$ cat src/rtl/vc_pkg.sv
package vc_pkg;
  // Insertion age: 0 = newest. Valid entries hold distinct ages 0..count-1.
  typedef logic [7:0] vc_age_t;

  // A line enters a slot whose former age was ref_a (ENTRIES if the slot was empty):
  // every valid entry younger than that ages by one.
  function automatic vc_age_t age_on_insert(vc_age_t a, logic v, vc_age_t ref_a);
    return (v && a < ref_a) ? vc_age_t'(a + 8'd1) : a;
  endfunction

  // An entry of age gone_a leaves without replacement: older entries close the gap.
  function automatic vc_age_t age_on_free(vc_age_t a, logic v, vc_age_t gone_a);
    return (v && a > gone_a) ? vc_age_t'(a - 8'd1) : a;
  endfunction
endpackage

$ cat src/rtl/vc_match.sv
module vc_match #(
  parameter int ENTRIES = 8,
  parameter int ADDR_W  = 26,
  localparam int IW = (ENTRIES > 1) ? $clog2(ENTRIES) : 1
) (
  input  logic                          clk,
  input  logic                          rst_n,
  input  logic [ENTRIES-1:0]            valid,
  input  logic [ENTRIES-1:0][ADDR_W-1:0] tags,
  input  logic [ADDR_W-1:0]             addr,
  output logic [ENTRIES-1:0]            hit_vec,
  output logic                          hit_any,
  output logic [IW-1:0]                 hit_idx,
  output logic                          free_any,
  output logic [IW-1:0]                 free_idx
);
  genvar g;
  generate
    for (g = 0; g < ENTRIES; g++) begin : g_cmp
      assign hit_vec[g] = valid[g] && (tags[g] == addr);
    end
  endgenerate

  assign hit_any  = |hit_vec;
  assign free_any = ~&valid;

  always_comb begin
    hit_idx  = '0;
    free_idx = '0;
    for (int i = ENTRIES - 1; i >= 0; i--) begin
      if (hit_vec[i]) hit_idx  = IW'(i);
      if (!valid[i])  free_idx = IW'(i);
    end
  end

  // an address is held at most once
  a_r3_single_match: assert property (@(posedge clk) disable iff (!rst_n) $onehot0(hit_vec));
endmodule

$ cat src/rtl/vc_age.sv
module vc_age
  import vc_pkg::*;
#(
  parameter int ENTRIES = 8,
  localparam int IW = (ENTRIES > 1) ? $clog2(ENTRIES) : 1
) (
  input  logic               clk,
  input  logic               rst_n,
  input  logic [ENTRIES-1:0] valid,
  input  logic               ins_en,
  input  logic [IW-1:0]      ins_slot,
  input  logic               free_en,
  input  logic [IW-1:0]      free_slot,
  output logic [IW-1:0]      oldest_idx
);
  vc_age_t age [ENTRIES];
  vc_age_t ref_age;
  logic [ENTRIES-1:0] oldest_vec;

  assign ref_age = valid[ins_slot] ? age[ins_slot] : vc_age_t'(ENTRIES);

  genvar g;
  generate
    for (g = 0; g < ENTRIES; g++) begin : g_age
      assign oldest_vec[g] = valid[g] && (age[g] == vc_age_t'(ENTRIES - 1));
      always_ff @(posedge clk or negedge rst_n) begin
        if (!rst_n) begin
          age[g] <= '0;
        end else if (ins_en) begin
          age[g] <= (IW'(g) == ins_slot) ? '0 : age_on_insert(age[g], valid[g], ref_age);
        end else if (free_en && IW'(g) != free_slot) begin
          age[g] <= age_on_free(age[g], valid[g], age[free_slot]);
        end
      end
    end
  endgenerate

  always_comb begin
    oldest_idx = '0;
    for (int i = 0; i < ENTRIES; i++)
      if (oldest_vec[i]) oldest_idx = IW'(i);
  end

  // with every slot held, exactly one entry is the oldest
  a_r8_one_oldest: assert property (@(posedge clk) disable iff (!rst_n)
    (&valid) |-> ($countones(oldest_vec) == 1));
endmodule

$ cat src/rtl/victim_cache.sv
module victim_cache #(
  parameter int ENTRIES = 8,
  parameter int ADDR_W  = 26,
  parameter int DATA_W  = 64
) (
  input  logic              clk,
  input  logic              rst_n,
  input  logic              req_valid,
  input  logic [ADDR_W-1:0] req_addr,
  input  logic              evict_valid,
  input  logic [ADDR_W-1:0] evict_addr,
  input  logic              evict_dirty,
  input  logic [DATA_W-1:0] evict_data,
  output logic              rsp_valid,
  output logic              rsp_hit,
  output logic              rsp_dirty,
  output logic [DATA_W-1:0] rsp_data,
  output logic              next_req,
  output logic [ADDR_W-1:0] next_addr,
  output logic              wb_valid,
  output logic [ADDR_W-1:0] wb_addr,
  output logic [DATA_W-1:0] wb_data
);
  localparam int IW = (ENTRIES > 1) ? $clog2(ENTRIES) : 1;

  logic [ENTRIES-1:0]             valid_q, dirty_q;
  logic [ENTRIES-1:0][ADDR_W-1:0] tag_q;
  logic [ENTRIES-1:0][DATA_W-1:0] data_q;

  // named internal events
  logic [ENTRIES-1:0] hit_vec;
  logic               hit_any, free_any, lookup_hit, ins_en, free_en, push_out;
  logic [IW-1:0]      hit_idx, free_idx, oldest_idx, ins_slot;

  vc_match #(.ENTRIES(ENTRIES), .ADDR_W(ADDR_W)) u_match (
    .clk(clk), .rst_n(rst_n), .valid(valid_q), .tags(tag_q), .addr(req_addr),
    .hit_vec(hit_vec), .hit_any(hit_any), .hit_idx(hit_idx),
    .free_any(free_any), .free_idx(free_idx)
  );

  assign lookup_hit = req_valid && hit_any;
  assign ins_en     = req_valid && evict_valid;
  assign free_en    = lookup_hit && !evict_valid;
  assign push_out   = req_valid && !hit_any && evict_valid && !free_any;
  assign ins_slot   = hit_any ? hit_idx : (free_any ? free_idx : oldest_idx);

  vc_age #(.ENTRIES(ENTRIES)) u_age (
    .clk(clk), .rst_n(rst_n), .valid(valid_q),
    .ins_en(ins_en), .ins_slot(ins_slot),
    .free_en(free_en), .free_slot(hit_idx),
    .oldest_idx(oldest_idx)
  );

  // entry state
  always_ff @(posedge clk or negedge rst_n) begin
    if (!rst_n) begin
      valid_q <= '0;
      dirty_q <= '0;
    end else if (ins_en) begin
      valid_q[ins_slot] <= 1'b1;
      dirty_q[ins_slot] <= evict_dirty;
    end else if (free_en) begin
      valid_q[hit_idx] <= 1'b0;
      dirty_q[hit_idx] <= 1'b0;
    end
  end

  always_ff @(posedge clk) begin
    if (ins_en) begin
      tag_q[ins_slot]  <= evict_addr;
      data_q[ins_slot] <= evict_data;
    end
  end

  // registered results
  always_ff @(posedge clk or negedge rst_n) begin
    if (!rst_n) begin
      rsp_valid <= 1'b0;
      rsp_hit   <= 1'b0;
      rsp_dirty <= 1'b0;
      rsp_data  <= '0;
      next_req  <= 1'b0;
      next_addr <= '0;
      wb_valid  <= 1'b0;
      wb_addr   <= '0;
      wb_data   <= '0;
    end else begin
      rsp_valid <= req_valid;
      rsp_hit   <= lookup_hit;
      rsp_dirty <= lookup_hit && dirty_q[hit_idx];
      rsp_data  <= lookup_hit ? data_q[hit_idx] : '0;
      next_req  <= req_valid && !hit_any;
      next_addr <= (req_valid && !hit_any) ? req_addr : '0;
      wb_valid  <= push_out && dirty_q[oldest_idx];
      wb_addr   <= (push_out && dirty_q[oldest_idx]) ? tag_q[oldest_idx] : '0;
      wb_data   <= (push_out && dirty_q[oldest_idx]) ? data_q[oldest_idx] : '0;
    end
  end

  // one result per request, one cycle later
  a_r2_rsp_follows_req: assert property (@(posedge clk) disable iff (!rst_n)
    req_valid |=> rsp_valid);
  a_r2_no_rsp_when_idle: assert property (@(posedge clk) disable iff (!rst_n)
    !req_valid |=> !rsp_valid);
  // the next level is asked exactly on a lookup miss
  a_r4_miss_goes_next: assert property (@(posedge clk) disable iff (!rst_n)
    rsp_valid |-> (next_req == !rsp_hit));
  // a hit with nothing to store frees that entry
  a_r6_hit_frees: assert property (@(posedge clk) disable iff (!rst_n)
    free_en |=> !valid_q[$past(hit_idx)]);
  // writebacks only follow a missed lookup
  a_r9_wb_on_miss: assert property (@(posedge clk) disable iff (!rst_n)
    wb_valid |-> (rsp_valid && !rsp_hit));
  // no storage change without a request
  a_r10_idle_keeps: assert property (@(posedge clk) disable iff (!rst_n)
    !req_valid |=> $stable(valid_q));
endmodule

$ cat config.mk
export PLATFORM = sky130hd
export DESIGN_NAME = victim_cache
export DESIGN_NICKNAME = d
export VERILOG_FILES = /design/src/rtl/vc_pkg.sv /design/src/rtl/vc_match.sv /design/src/rtl/vc_age.sv /design/src/rtl/victim_cache.sv
export SDC_FILE = /design/constraint.sdc
export NUM_CORES = 2
export LEC_CHECK = 0
export ABC_CLOCK_PERIOD_IN_PS = 9800
export BUFFER_PORTS_ARGS = -buffer_cell sky130_fd_sc_hd__buf_2
export CAP_MARGIN = 20
export CORE_MARGIN = 2
export CORE_UTILIZATION = 30
export CTS_CLUSTER_DIAMETER = 30
export DETAILED_ROUTE_END_ITERATION = 8
export PLACE_DENSITY = 0.46
export SYNTH_ARGS = -nofsm -noshare
export SYNTH_HDL_FRONTEND = slang
export SYNTH_SLANG_ARGS = --single-unit
export TNS_END_PERCENT = 100
$ cat constraint.sdc
create_clock -name clk -period 9.8 [get_ports clk]
set_input_delay 1.96 -clock clk [delete_from_list [all_inputs] [get_ports clk]]
set_output_delay 1.96 -clock clk [all_outputs]
set_load 0.01 [all_outputs]
; Word level (Yosys, flattened, before mapping)
; Cells that the tools add are included.
[op_classes]
addsub = 16
multipliers = 0
div = 0
magnitude_cmp = 23
eq_ne = 37
n_shift = 0
muxes = 103
bitwise = 6
reduce_logical = 80
[op_table]
columns = operator, count
row1 = 512-bit bitwise mux, 1
row2 = 8-bit 2-to-1 mux, 49
row3 = 64-bit binary-select mux with 3-bit select, 2
row4 = 64-bit 2-to-1 mux, 5
row5 = 208-bit bitwise mux, 1
row6 = 26-bit equality test, 8
row7 = 64-bit demux with 3-bit select, 1
row8 = 26-bit 2-to-1 mux, 4
row9 = 26-bit binary-select mux with 3-bit select, 1
row10 = 26-bit demux with 3-bit select, 1
row11 = 3-bit 2-to-1 mux, 22
row12 = 8-bit by 1-bit adder with 8-bit output (second input constant), 8
row13 = 8-bit > comparator, 8
row14 = 8-bit less-than comparator, 8
row15 = 8-bit by 1-bit subtractor with 8-bit output (second input constant), 8
row16 = 8-bit by 3-bit equality test with 1-bit output (second input constant), 7
row17 = 1-bit logical AND, 49
row18 = 8-bit binary-select mux with 3-bit select, 2
row19 = 2-bit nonzero test, 17
row20 = 3-bit by 1-bit inequality test with 1-bit output (second input constant), 8
row21 = 3-bit AND reduction, 8
row22 = 8-bit AND, 2
row23 = 3-bit equality test (first input constant), 4
row24 = 3-bit by 4-bit less-than comparator with 1-bit output (second input constant), 3
row25 = other kinds (20), 38
[totals]
regBits = 985
latchBits = 0
ram_bits = 0
rom_bits = 0
in_bits = 121
wordCells = 300
n_memories = 0

; Depth between registers and ports, before layout
[logic_depth]
ltp_word = 21
mapped_depth = 31
ltp_nobuf = 24

; Modules after synthesis
; From an unflattened synthesis, not the netlist that was laid out.
[hier_totals]
cells_unflattened = 3276
hier_area_um2 = 47849.6
[modules_own_cells]
columns = mod, instances, cells_per_inst, area_per_inst_um2
row1 = victim_cache, 1, 1837, 35811.8
row2 = vc_age, 1, 1101, 9315.2
row3 = vc_match, 1, 338, 2722.6

; Worst setup path before layout
; Ideal clock, no wire load.
[synth_path]
kind = in2reg
startpoint = input req_addr[10]
endpoint = register dirty_q[4]
arrival_time_ns = 11.447
required_time_ns = 9.372
slack_ns = -2.075
cell_stages = 12
n_path_buf = 3
path_cell_list = buf_4 xor2_1 nand4bb_1 or4b_1 or4_4 and4_4 buf_6 a21oi_2 clkbuf_1 nand2_1 nor3_1 o21ai_0
[synth_via]
elab_chain_cells = 18
elab_cells_between_ends = 44
classes_between = order compare (4) / eq/ne (8) / mux (16) / bitwise (2) / reduce/logical (14)
[synth_rtl]
columns = element, line
row1 = "start, declared", victim_cache.sv:9  ; input logic [ADDR_W-1:0] req_addr,
row2 = 26-bit equality test, vc_match.sv:20  ; assign hit_vec[g] = valid[g] && (tags[g] == addr);
row3 = 1-bit logical AND, vc_match.sv:20
row4 = 3-bit 2-to-1 mux (8 in a row), vc_match.sv:31  ; if (hit_vec[i]) hit_idx = IW'(i);
row5 = 3-bit by 4-bit less-than comparator with 1-bit output (implied by the code) / 3-bit by 1-bit greater-or-equal comparator with 1-bit output (equally long branches), victim_cache.sv:64  ; dirty_q[hit_idx] <= 1'b0;
row6 = 1-bit logical AND (implied by the code), victim_cache.sv:64
row7 = 1-bit 2-to-1 mux (implied by the code), victim_cache.sv:64
row8 = 1-bit demux with 3-bit select, victim_cache.sv:64
row9 = 8-bit inverter (no line), n/a
row10 = 8-bit AND (no line), n/a
row11 = 8-bit 2-to-1 mux, victim_cache.sv:62  ; end else if (free_en) begin
row12 = 8-bit 2-to-1 mux, victim_cache.sv:59  ; end else if (ins_en) begin
row13 = "end signal, assigned by index", victim_cache.sv:61  ; dirty_q[ins_slot] <= evict_dirty;
row14 = "end, declared", victim_cache.sv:26  ; logic [ENTRIES-1:0] valid_q, dirty_q;
; Several ways; a longest one is shown, not always the timed one. The select of a mux whose other input is x is not followed.
; A chain may end at the register's enable or synchronous reset.

; Final worst setup path
[layout_path]
startpoint = input req_addr[23]
endpoint = register u_age.age[60] in the netlist's numbering
[layout_via]
elab_chain_cells = 20
elab_cells_between_ends = 52
classes_between = order compare (2) / eq/ne (9) / mux (20) / bitwise (2) / reduce/logical (19)
[layout_rtl]
columns = element, line
row1 = 26-bit equality test, vc_match.sv:20
row2 = 1-bit logical AND, vc_match.sv:20
row3 = 3-bit 2-to-1 mux (8 in a row), vc_match.sv:31
row4 = 3-bit 2-to-1 mux, victim_cache.sv:45  ; assign ins_slot = hit_any ? hit_idx : (free_any ? free_idx : oldest_idx);
row5 = 3-bit inverter with 4-bit output (implied by the code), vc_age.sv:20  ; assign ref_age = valid[ins_slot] ? age[ins_slot] : vc_age_t'(ENTRIES);
row6 = 8-bit binary-select mux with 3-bit select, vc_age.sv:20
row7 = 8-bit 2-to-1 mux (implied by the code) (2 in a row), vc_age.sv:20
row8 = 8-bit 2-to-1 mux, vc_age.sv:20
row9 = 8-bit less-than comparator, vc_pkg.sv:8  ; return (v && a < ref_a) ? vc_age_t'(a + 8'd1) : a;
row10 = 1-bit logical AND, vc_pkg.sv:8
row11 = 3-bit by 1-bit inequality test with 1-bit output (no line), n/a
row12 = 3-bit AND reduction (no line), n/a
row13 = "end signal, assigned by index", vc_age.sv:30  ; age[g] <= (IW'(g) == ins_slot) ? '0 : age_on_insert(age[g], valid[g], ref_age);
row14 = "end signal, assigned by index", vc_age.sv:32  ; age[g] <= age_on_free(age[g], valid[g], age[free_slot]);
row15 = "end, declared", vc_age.sv:16  ; vc_age_t age [ENTRIES];
; Several ways; a longest one is shown, not always the timed one. The select of a mux whose other input is x is not followed.

==> results.md <==
- P per Cell Area: 327 mW/mm²
- Setup TNS Final: 0 ns
- R2R Path Start: u_age.age[45]$_DFFE_PN0P_
- Buffers on Ports: 305
- Tot GR Track Use: 0.227
- Fin area: 0.0636 mm²
- WL final: 203000 µm
- RSZ-0062 raised after global routing: false
- Setup crit end: u_age.age[60]$_DFFE_PN0P_
- Io pins: just over 300
- Initial antenna violation count: 29
- Crit Path Category: primary input to flip-flop
- Leak pwr: ~25 nW
- Synthesized area: 0.0512 mm²
- Slew headroom: 0.224
- Die H: 417 µm
- Fmax: 120 MHz
- Die width: 417 µm
- TritonRoute pass-1 iters: 6
- Most frequent cells after synthesis: 1457 x nand2_1, 720 x edfxtp_1, 615 x nand3_1, 321 x clkbuf_1, 265 x dfrtp_1
- Worst hold slack: 0.549 ns
- Top-count cell post-synth: nand2_1
- HPWL after DPL: 126000 µm
- Switching fraction of total power: 0.373
- Final Critical Period: ~8.3 ns
- Critical Path Slowest Stage Cell: nor4_1
- FF-to-FF End: u_age.age[60]$_DFFE_PN0P_
- Global-route wire length before repair: approximately 290000 µm
- Total CTS buffers: 241
- DIE AREA: 0.174 mm²
- Synthesis-stage register bit count: 985
- Crit path cell chain: buf_2, xor2_1, nor4b_1, nand2_1, nor4_1, nor4_2, a221oi_4, buf_4, nor3_1, a211o_1, and4_1, o21ai_0, ha_1, o21ai_0, nand3b_1, or3_1, a21oi_1, a31oi_1, nor2_1, a31oi_1, or2_2, o31ai_1
- CTS tree: built
- Post-synth top area share: 0.422
- Vias/cell: 5.52
- R2r worst-path depth: 23
- GPL Wtd Cong: roughly 1
- Post-synth EDFFs: 720
- Worst-path fanout max: 39
- H-tree levels: 4
- Max IR drop VDD: 226 µV
- Clock power frac: 0.392
- Post-synth ARST share: 0.269
- Max clock buf depth: 3
- Vias: 44000
- Worst-Margin Slew: 1.16 ns
- Netlist cell types: ~110
- Final net count: around 5800
- Comb pwr share: 0.321
- # rows: 151
- Worst path max stage delay: 0.78 ns
- Later-pin clock latency in the skew report: roughly 0.88 ns
- Ratio of cells with drive above 1 in the final layout: 0.156
- Vias in the first global route: 42500
- Clock Skew: between 0.05 and 0.06 ns
- Root buf cell: clkbuf_16
- Post-CTS Hold Fix Bufs: 0
- Final Max Tran Viols: 0
- Tot Pwr: 20.8 mW
- DRT antenna net count: 0
- Leading area contributor after synthesis: edfxtp_1
- Resize count post-CTS: 0
- Crit start category: primary input
- Starting Density: 0.302
- Synth-to-Final Area Change: 24.2%
- Area contributors post-synth: edfxtp_1 42%, dfrtp_1 13%, nand2_1 11%
- Run status: complete, no violations
- DRC: 0
- Clk slew on worst S/H paths: 0.04 ns
- Worst Hold Class: flip-flop to flip-flop
- Placement Setup Slack: 0.807 ns
- Critical Path RT: 10.55 ns
- Syn Area/Cell: about 9.7 µm²
- Worst setup path startpoint: req_addr[23]
- Grt total ovfl: 0
- DR iter-0 viols: 4256
- Critical Path AT: approximately 9.1 ns
- Largest net degree at the start of global routing: 149
- Sequential power share: 0.287
- Cell Area, Placed: 0.0550 mm²
- Internal power: around 13 mW
- NetSw: between 7 and 8 mW
- Synth warn: 0
- Number of setup buffers added after CTS: 0
- Dominant synthesized flop cell: edfxtp_1
- Final worst slack: 1.50 ns
- Seq/Total Area, Yosys: 0.552
- Period Utilization, post-route: 0.847
- Cell count after synthesis: 5258
- Placeable core area: between 0.15 and 0.2 mm²
- Syn nets: 5515
- Crit. End Element: flip-flop
- Reg-to-reg slack, setup: 2.37 ns
- Hold Fails Final Rpt: 0
- Final setup fails: 0
- CTS Sinks: 985
- Wire per inst: 25.5 µm
- Max-cap viol count: 0
-- registers in the layout, summed over array words and instances, names as in the netlist, 8 cells and up --
signal and flops:
wb_addr 26, wb_data 64, valid_q 8, tag_q 208, next_addr 26, data_q 512
dirty_q 8, rsp_data 64, u_age.age 64
-- cell families after synthesis --
family,synth area share
compound gates,0.100
xor+xnor,0.0359
fa+ha+maj,0.0332
buf+inv,0.0345
flops,0.552
mux,0.00413
simple gates,0.240
-- power groups by stage --
stage | Clock, mW | Combinational, mW | Sequential, mW
finish | 8.14 | 6.67 | 5.97
floorplan | 0 | 4.42 | 5.64
global route | 8.49 | 7.33 | 6.02
CTS | 8.25 | 6.56 | 5.94
global placement | 0 | 6.45 | 6.01
detailed placement | 0 | 6.54 | 6.00
-- cell type report --
cell class	instances	area (µm²)
Fill cell	16600	106000
Clock inverter	137	1710
Tap cell	2218	2780
Antenna cell	7	17.5
Inverter	42	163
Timing Repair Buffer	413	2470
Multi-Input combinational cell	3846	21300
Sequential cell	985	28300
Clock buffer	325	6840
-- layout by cell type (no fill, tap or decap), drive strengths merged, types with 14 or more instances in the layout --
| cell type | Yosys | routed |
|---|---|---|
| a211oi | 30 | 30 |
| a21o | 37 | 37 |
| a21oi | 168 | 168 |
| a22oi | 18 | 18 |
| a311oi | 94 | 94 |
| a31oi | 117 | 117 |
| and2 | 32 | 32 |
| and3 | 116 | 116 |
| and4 | 15 | 15 |
| buf | 59 | 413 |
| bufinv | 0 | 26 |
| clkbuf | 324 | 325 |
| clkinv | 0 | 79 |
| clkinvlp | 0 | 23 |
| dfrtp | 265 | 265 |
| edfxtp | 720 | 720 |
| ha | 136 | 136 |
| inv | 42 | 51 |
| mux2i | 14 | 14 |
| nand2 | 1458 | 1458 |
| nand2b | 16 | 16 |
| nand3 | 615 | 615 |
| nand4 | 106 | 106 |
| nor2 | 206 | 206 |
| nor2b | 18 | 18 |
| nor3 | 43 | 43 |
| nor4 | 49 | 49 |
| o211ai | 31 | 31 |
| o21ai | 116 | 116 |
| o22a | 15 | 15 |
| xnor2 | 121 | 121 |
| xor2 | 89 | 89 |
-- how the worst min path moves through the flow --
stage | from | to | slack (ns) | cells after the start
6_report | dirty_q[3]$_DFFE_PN0P_ | dirty_q[3]$_DFFE_PN0P_ | 0.55 | 2
5_1_grt | dirty_q[4]$_DFFE_PN0P_ | dirty_q[4]$_DFFE_PN0P_ | 0.56 | 2
4_1_cts | dirty_q[2]$_DFFE_PN0P_ | dirty_q[2]$_DFFE_PN0P_ | 0.55 | 2
3_5_place_dp | dirty_q[2]$_DFFE_PN0P_ | dirty_q[2]$_DFFE_PN0P_ | 0.54 | 2
3_3_place_gp | dirty_q[2]$_DFFE_PN0P_ | dirty_q[2]$_DFFE_PN0P_ | 0.54 | 2
2_1_floorplan | dirty_q[6]$_DFFE_PN0P_ | dirty_q[6]$_DFFE_PN0P_ | 0.49 | 2
-- routing by layer --
layer  part of all wire  track usage  up-vias
li1                   -            -    19600
met2               0.46        0.355     2040
met5            0.00076            0        -
met4              0.031       0.0849       22
met3              0.077       0.0414      385
met1               0.44        0.314    22000
-- stage by stage --
step	util	std cells
2_1_floorplan	-	5258
3_3_place_gp	0.324	7503
3_5_place_dp	0.324	7503
4_1_cts	0.375	7965
5_1_grt	0.375	7973
6_report	0.375	7973
-- worst max-delay path, delay by kind of cell --
kind / cells / cell delay (ns)
compound gates: 8 / 2.24
simple gates: 10 / 3.26
buf+inv: 2 / 0.88
xor+xnor: 1 / 0.30
fa+ha+maj: 1 / 0.38
Note: power is estimated with default switching activity, not from simulation.
